--- src/rtl/hlt_pkg.sv ---
package hlt_pkg;

   typedef enum logic [1:0] {
      ST_RUN   = 2'd0,
      ST_AHALT = 2'd1,
      ST_FHALT = 2'd2,
      ST_DELAY = 2'd3
   } hlt_state_t;

   localparam logic [1:0] MASK_OPEN = 2'b10;

endpackage

--- src/rtl/hlt_wake_src.sv ---
module hlt_wake_src #(
   parameter int NUM_EXT  = 4,
   parameter bit EXT_SYNC = 1'b0
) (
   input  logic               clk,
   input  logic               rst_n,
   input  logic [NUM_EXT-1:0] ext_irq,
   output logic               ext_any
);

   generate
      if (NUM_EXT < 1) begin : g_bad_width
         $error("hlt_wake_src: NUM_EXT must be at least 1");
      end

      if (EXT_SYNC) begin : g_sync
         logic any_q;
         always_ff @(posedge clk or negedge rst_n) begin
            if (!rst_n) any_q <= 1'b0;
            else        any_q <= |ext_irq;
         end
         assign ext_any = any_q;
      end else begin : g_direct
         assign ext_any = |ext_irq;
      end
   endgenerate

endmodule

--- src/rtl/hlt_delay_cnt.sv ---
module hlt_delay_cnt #(
   parameter int SHORT_DLY = 256,
   parameter int LONG_DLY  = 4096
) (
   input  logic clk,
   input  logic rst_n,
   input  logic load,
   input  logic long_sel,
   input  logic en,
   output logic done
);

   localparam int CNT_W = $clog2(LONG_DLY);
   localparam logic [CNT_W-1:0] SHORT_INIT = CNT_W'(SHORT_DLY - 1);
   localparam logic [CNT_W-1:0] LONG_INIT  = CNT_W'(LONG_DLY - 1);

   generate
      if (SHORT_DLY < 2) begin : g_bad_short
         $error("hlt_delay_cnt: SHORT_DLY must be at least 2");
      end
      if (LONG_DLY <= SHORT_DLY) begin : g_bad_order
         $error("hlt_delay_cnt: LONG_DLY must exceed SHORT_DLY");
      end
   endgenerate

   logic [CNT_W-1:0] cnt_q;

   always_ff @(posedge clk or negedge rst_n) begin
      if (!rst_n) begin
         cnt_q <= '0;
      end else if (load) begin
         cnt_q <= long_sel ? LONG_INIT : SHORT_INIT;
      end else if (en && (cnt_q != '0)) begin
         cnt_q <= cnt_q - 1'b1;
      end
   end

   assign done = en && (cnt_q == '0) && !load;

   AST_CNT_LOAD: assert property (@(posedge clk) disable iff (!rst_n)
      load |=> (cnt_q == ($past(long_sel) ? LONG_INIT : SHORT_INIT)));

   AST_CNT_STEP: assert property (@(posedge clk) disable iff (!rst_n)
      (en && !load && (cnt_q != '0)) |=> (cnt_q == $past(cnt_q) - 1'b1));

endmodule

--- src/rtl/hlt_power_ctrl.sv ---
module hlt_power_ctrl
   import hlt_pkg::*;
#(
   parameter int NUM_EXT   = 4,
   parameter bit EXT_SYNC  = 1'b0,
   parameter int SHORT_DLY = 256,
   parameter int LONG_DLY  = 4096
) (
   input  logic               clk,
   input  logic               rst_n,
   input  logic               halt_req,
   input  logic               osc_irq_en,
   input  logic               long_dly_sel,
   input  logic               tb_irq,
   input  logic [NUM_EXT-1:0] ext_irq,
   input  logic               sys_rst_req,
   input  logic               wdg_on,
   input  logic [1:0]         core_imask,
   output logic               osc_clk_en,
   output logic               cpu_clk_en,
   output logic               per_clk_en,
   output logic [1:0]         imask,
   output logic               irq_service,
   output logic               fetch_rst_vec,
   output logic               wdg_rst_req,
   output logic [1:0]         state_o
);

   hlt_state_t state_q, state_d;
   logic       ext_any;
   logic       dly_done;
   logic       dly_load;
   logic       why_rst_q, why_rst_d;
   logic       svc_d, fetch_d, wdg_d;

   logic       osc_q, cpu_q, per_q, svc_q, fetch_q, wdg_q;
   logic [1:0] imask_q;

   hlt_wake_src #(
      .NUM_EXT  (NUM_EXT),
      .EXT_SYNC (EXT_SYNC)
   ) u_wake (
      .clk     (clk),
      .rst_n   (rst_n),
      .ext_irq (ext_irq),
      .ext_any (ext_any)
   );

   hlt_delay_cnt #(
      .SHORT_DLY (SHORT_DLY),
      .LONG_DLY  (LONG_DLY)
   ) u_dly (
      .clk      (clk),
      .rst_n    (rst_n),
      .load     (dly_load),
      .long_sel (long_dly_sel),
      .en       (state_q == ST_DELAY),
      .done     (dly_done)
   );

   // Next-state decision; a reset request outranks every other event.
   always_comb begin
      state_d   = state_q;
      why_rst_d = why_rst_q;
      dly_load  = 1'b0;
      svc_d     = 1'b0;
      fetch_d   = 1'b0;
      wdg_d     = 1'b0;
      if (sys_rst_req) begin
         state_d   = ST_DELAY;
         why_rst_d = 1'b1;
         dly_load  = 1'b1;
      end else begin
         unique case (state_q)
            ST_RUN: begin
               if (halt_req) begin
                  if (osc_irq_en)  state_d = ST_AHALT;
                  else if (wdg_on) wdg_d   = 1'b1;
                  else             state_d = ST_FHALT;
               end
            end
            ST_AHALT: begin
               if (tb_irq) begin
                  state_d = ST_RUN;
                  svc_d   = 1'b1;
               end
            end
            ST_FHALT: begin
               if (ext_any) begin
                  state_d   = ST_DELAY;
                  why_rst_d = 1'b0;
                  dly_load  = 1'b1;
               end
            end
            ST_DELAY: begin
               if (dly_done) begin
                  state_d = ST_RUN;
                  fetch_d = why_rst_q;
                  svc_d   = !why_rst_q;
               end
            end
            default: state_d = ST_RUN;
         endcase
      end
   end

   // All outputs are registered from the next-state view.
   always_ff @(posedge clk or negedge rst_n) begin
      if (!rst_n) begin
         state_q   <= ST_RUN;
         why_rst_q <= 1'b0;
         osc_q     <= 1'b1;
         cpu_q     <= 1'b1;
         per_q     <= 1'b1;
         imask_q   <= 2'b00;
         svc_q     <= 1'b0;
         fetch_q   <= 1'b0;
         wdg_q     <= 1'b0;
      end else begin
         state_q   <= state_d;
         why_rst_q <= why_rst_d;
         osc_q     <= (state_d != ST_FHALT);
         cpu_q     <= (state_d == ST_RUN);
         per_q     <= (state_d == ST_RUN);
         imask_q   <= (state_d == ST_AHALT) ? MASK_OPEN : core_imask;
         svc_q     <= svc_d;
         fetch_q   <= fetch_d;
         wdg_q     <= wdg_d;
      end
   end

   assign osc_clk_en    = osc_q;
   assign cpu_clk_en    = cpu_q;
   assign per_clk_en    = per_q;
   assign imask         = imask_q;
   assign irq_service   = svc_q;
   assign fetch_rst_vec = fetch_q;
   assign wdg_rst_req   = wdg_q;
   assign state_o       = state_q;

   AST_AHALT_CLOCKS: assert property (@(posedge clk) disable iff (!rst_n)
      (state_q == ST_AHALT) |-> (osc_clk_en && !cpu_clk_en && !per_clk_en));

   AST_AHALT_IGNORE_EXT: assert property (@(posedge clk) disable iff (!rst_n)
      (state_q == ST_AHALT && !tb_irq && !sys_rst_req) |=> (state_q == ST_AHALT));

   AST_TB_FAST_WAKE: assert property (@(posedge clk) disable iff (!rst_n)
      (state_q == ST_AHALT && tb_irq && !sys_rst_req) |=> (state_q == ST_RUN && irq_service));

   AST_DELAY_CLOCKS: assert property (@(posedge clk) disable iff (!rst_n)
      (state_q == ST_DELAY) |-> (osc_clk_en && !cpu_clk_en));

   AST_WAKE_ONEHOT: assert property (@(posedge clk) disable iff (!rst_n)
      $onehot0({irq_service, fetch_rst_vec}));

   AST_NO_WDG_AHALT: assert property (@(posedge clk) disable iff (!rst_n)
      (state_q == ST_RUN && halt_req && osc_irq_en) |=> !wdg_rst_req);

   AST_FHALT_DARK: assert property (@(posedge clk) disable iff (!rst_n)
      (state_q == ST_FHALT) |-> (!osc_clk_en && !cpu_clk_en && !per_clk_en));

   AST_RST_PRIO: assert property (@(posedge clk) disable iff (!rst_n)
      sys_rst_req |=> (state_q == ST_DELAY && !irq_service));

endmodule

--- config.mk ---
export PLATFORM = sky130hd
export DESIGN_NAME = hlt_power_ctrl
export DESIGN_NICKNAME = d
export VERILOG_FILES = /design/src/rtl/hlt_pkg.sv /design/src/rtl/hlt_wake_src.sv /design/src/rtl/hlt_delay_cnt.sv /design/src/rtl/hlt_power_ctrl.sv
export SDC_FILE = /design/constraint.sdc
export NUM_CORES = 1
export LEC_CHECK = 0
export ABC_CLOCK_PERIOD_IN_PS = 2700
export BUFFER_PORTS_ARGS = -buffer_cell sky130_fd_sc_hd__buf_2
export CORE_AREA = 8 8 54 56
export CTS_BUF_LIST = sky130_fd_sc_hd__clkbuf_8
export DETAILED_ROUTE_END_ITERATION = 8
export DIE_AREA = 0 0 62 64
export PLACE_DENSITY_LB_ADDON = 0.25
export REMOVE_ABC_BUFFERS = 1
export SKIP_CTS_REPAIR_TIMING = 1
export SLEW_MARGIN = 40
export SYNTH_ARGS = -nofsm -noshare
export SYNTH_HDL_FRONTEND = slang
export SYNTH_SLANG_ARGS = --single-unit
--- constraint.sdc ---
create_clock -name clk -period 2.7 [get_ports clk]
set_clock_uncertainty 0.2 [all_clocks]
set_input_delay 0 -clock clk [delete_from_list [all_inputs] [get_ports clk]]
set_output_delay 0 -clock clk [all_outputs]
set_load 0.01 [all_outputs]
==> impl_metrics.toml <==
[outcome]
status = "finished, final reports clean"

[pwr]
power.static_leakage_nw = 0.5759
powerDensity_mw_per_mm2 = 511.8
ir_drop_uv = 407.7

[routing]
ant_nets = 0
dr.pass1.iters = 4
num_vias = 967
drc = 0
wire_per_inst_um = 15.62
drt_iter0_drc = 25
drt-total-wl_mm = 2.624
via_per_inst = 5.756

[finish]
finish.instance_area_mm2 = 0.001410
diodes = 0
fin_cells = 168
drive_gt1_share_pct = 27.14
layout_common_cells = "buf_2, dfrtp_1, a31oi_1, dlygate4sd3_1"
n_fill_cell = 170
synthToLayoutAreaGrowth_pct = 27.92
fin_util_pct = 66.96
layout_commonest_cell = "buf_2"
fin_nets = 157

[critical_path]
worstSetupEndpointType = "flop"
critPathRequiredTime_ps = 2690
crit_type = "flop to flop"
cp.arrival_ps = 2290
cp_max_fo = 5
critPathLaunchType = "flop"

[yosys]
synth_area_leaders = "dfrtp_1, dfstp_2, a31oi_1"
synth_edf_count = 0
async_flop_share_pct = 100.0
ys_ff_latch = 22
yosysTopAreaCellShare_pct = 45.40
synthFlopType = "dfrtp_1"
yosys.area.top_type = "dfrtp_1"
syn_area_mm2 = 0.001102
yosysUniqueCellTypes = 40
yosysWarnings = 0
ys_seq_area_share_pct = 50.17
synth_cells = 106
postSynthAreaPerCell_um2 = 10.40

[floorplan]
die_w_um = 62
io_pins = 24
fp.dieH_um = 64
rows = 17
start_util_pct = 52.35
core_area_mm2 = 0.002106
dieArea_mm2 = 0.003968

[sta]
setup_tns_ps = 0
max_freq_mhz = 435.4
period_minus_slack_ps = 2297
relSlewSlack_pct = 44.06
rsz0062_at_grt = "no"
finalHoldViolations = 0
worstMarginPinSlew_ps = 831.5
setup_ws_ps = 403.1
finalCritPeriodShare_pct = 85.07
slew_viol_final = 0
setup_viol = 0

[place]
dp_slack_ps = 326.7
routabilityCongestion = 0.8648
dp.cells = 156
hpwl_mm = 1.878
placed_area_mm2 = 0.001252
io_buffer_count = 23

[grt]
grt_max_degree = 23
grt.overflow.total = 0
grt_use_total_pct = 14.23
grt_pass1_wl_mm = 4.374
antenna_found_initial = 0
grt_pass1_vias = 1006

[clock_network]
cts_tree = "yes"
cts.root.buffer_cell = "clkbuf_8"
clock_path_buffers = 2
cts.clk_slew.worst_paths_ps = 80
cts_max_level = 1
clkLatencyLatePin_ps = 260
cts_sinks = 22
numCtsBuffers = 3

[hold_path]
min_path_type = "primary input to flop"

[job]
drv_cap = 0
kinds of logic after synthesis:
| group | after synthesis | synth area share (%) |
|---|---|---|
| adders and majority gates | 2 | 2.270 |
| and+or+nand+nor | 45 | 25.77 |
| xor gates and xnor gates | 4 | 3.178 |
| DFF | 22 | 50.17 |
| muxes | 1 | 0.9081 |
| buffers and inverters | 8 | 3.065 |
| AOI/OAI and AO/OA | 24 | 14.64 |
layout make-up:
cell class	count	area, µm²	area share, %
clock buffers	3	41.29	2.928
clock inverters	1	30.03	2.130
inverters	5	18.77	1.331
multi-input cells	76	521.8	37.00
flip-flops and latches	22	553.0	39.22
well taps	28	35.03	2.484
repair buffers	33	210.2	14.91
report_power, final:
group / switching [mW] / total (mW) / leakage (nW) / internal (mW)
clock network: 0.111 / 0.309 / 0.0357 / 0.198
registers: 0.0124 / 0.353 / 0.230 / 0.340
logic: 0.0298 / 0.0596 / 0.310 / 0.0298
synth_stat cells (3+ instances only):
library cell   n
nor2_1         6
xnor2_1        4
o21ai_0        3
o31ai_1        3
nor4_1         3
nand3_1        6
nand2_1        5
dfrtp_1       20
inv_1          5
or3_1          4
a31oi_1        8
flip-flops by register name, summed over array words and instances (netlist names):
name	count
fetch_rst_vec	1
imask	2
irq_service	1
osc_clk_en	1
per_clk_en	1
state_o	2
u_dly.cnt_q	12
wdg_rst_req	1
why_rst_q	1
through the flow:
stage | power [mW] | hold slack, ps
after CTS | 0.7167 | -499.4
after global placement | 0.4072 | -219.2
after floorplan | 0.3814 | -495.6
after detailed placement | 0.4096 | -209.8
after global routing | 0.7494 | 49.49
final | 0.7217 | 11.79
metal layers:
metal,vias up,global-route usage (%),part of all wire [%]
met5,-,0,0
met3,5,3.200,4.0
met2,24,23.03,49
met1,465,17.11,45
met4,0,6.553,1.4
li1,473,-,-
path summary, 6_finish.rpt:
kind | from | endpoint | slack [ps] | cells after the start
worst min register to register | why_rst_q$_DFFE_PN0P_ | why_rst_q$_DFFE_PN0P_ | 300 | 1
min in group asynchronous | rst_n | u_dly.cnt_q[11]$_DFFE_PN0P_ | 20 | 2
max in group asynchronous | rst_n | per_clk_en$_DFF_PN1_ | 1930 | 2
worst max register to register | u_dly.cnt_q[5]$_DFFE_PN0P_ | u_dly.cnt_q[10]$_DFFE_PN0P_ | 400 | 4
worst min-delay path | ext_irq[0] | why_rst_q$_DFFE_PN0P_ | 10 | 4
worst max-delay path | u_dly.cnt_q[5]$_DFFE_PN0P_ | u_dly.cnt_q[10]$_DFFE_PN0P_ | 400 | 4
worst max-delay path, cell delays in order (launching register included):
cell     delay [ps]
dfrtp_1         420
or4_4           590
or4_4           550
or3_1           310
a31oi_1         150
No activity file was read; power rests on OpenSTA's default activity.
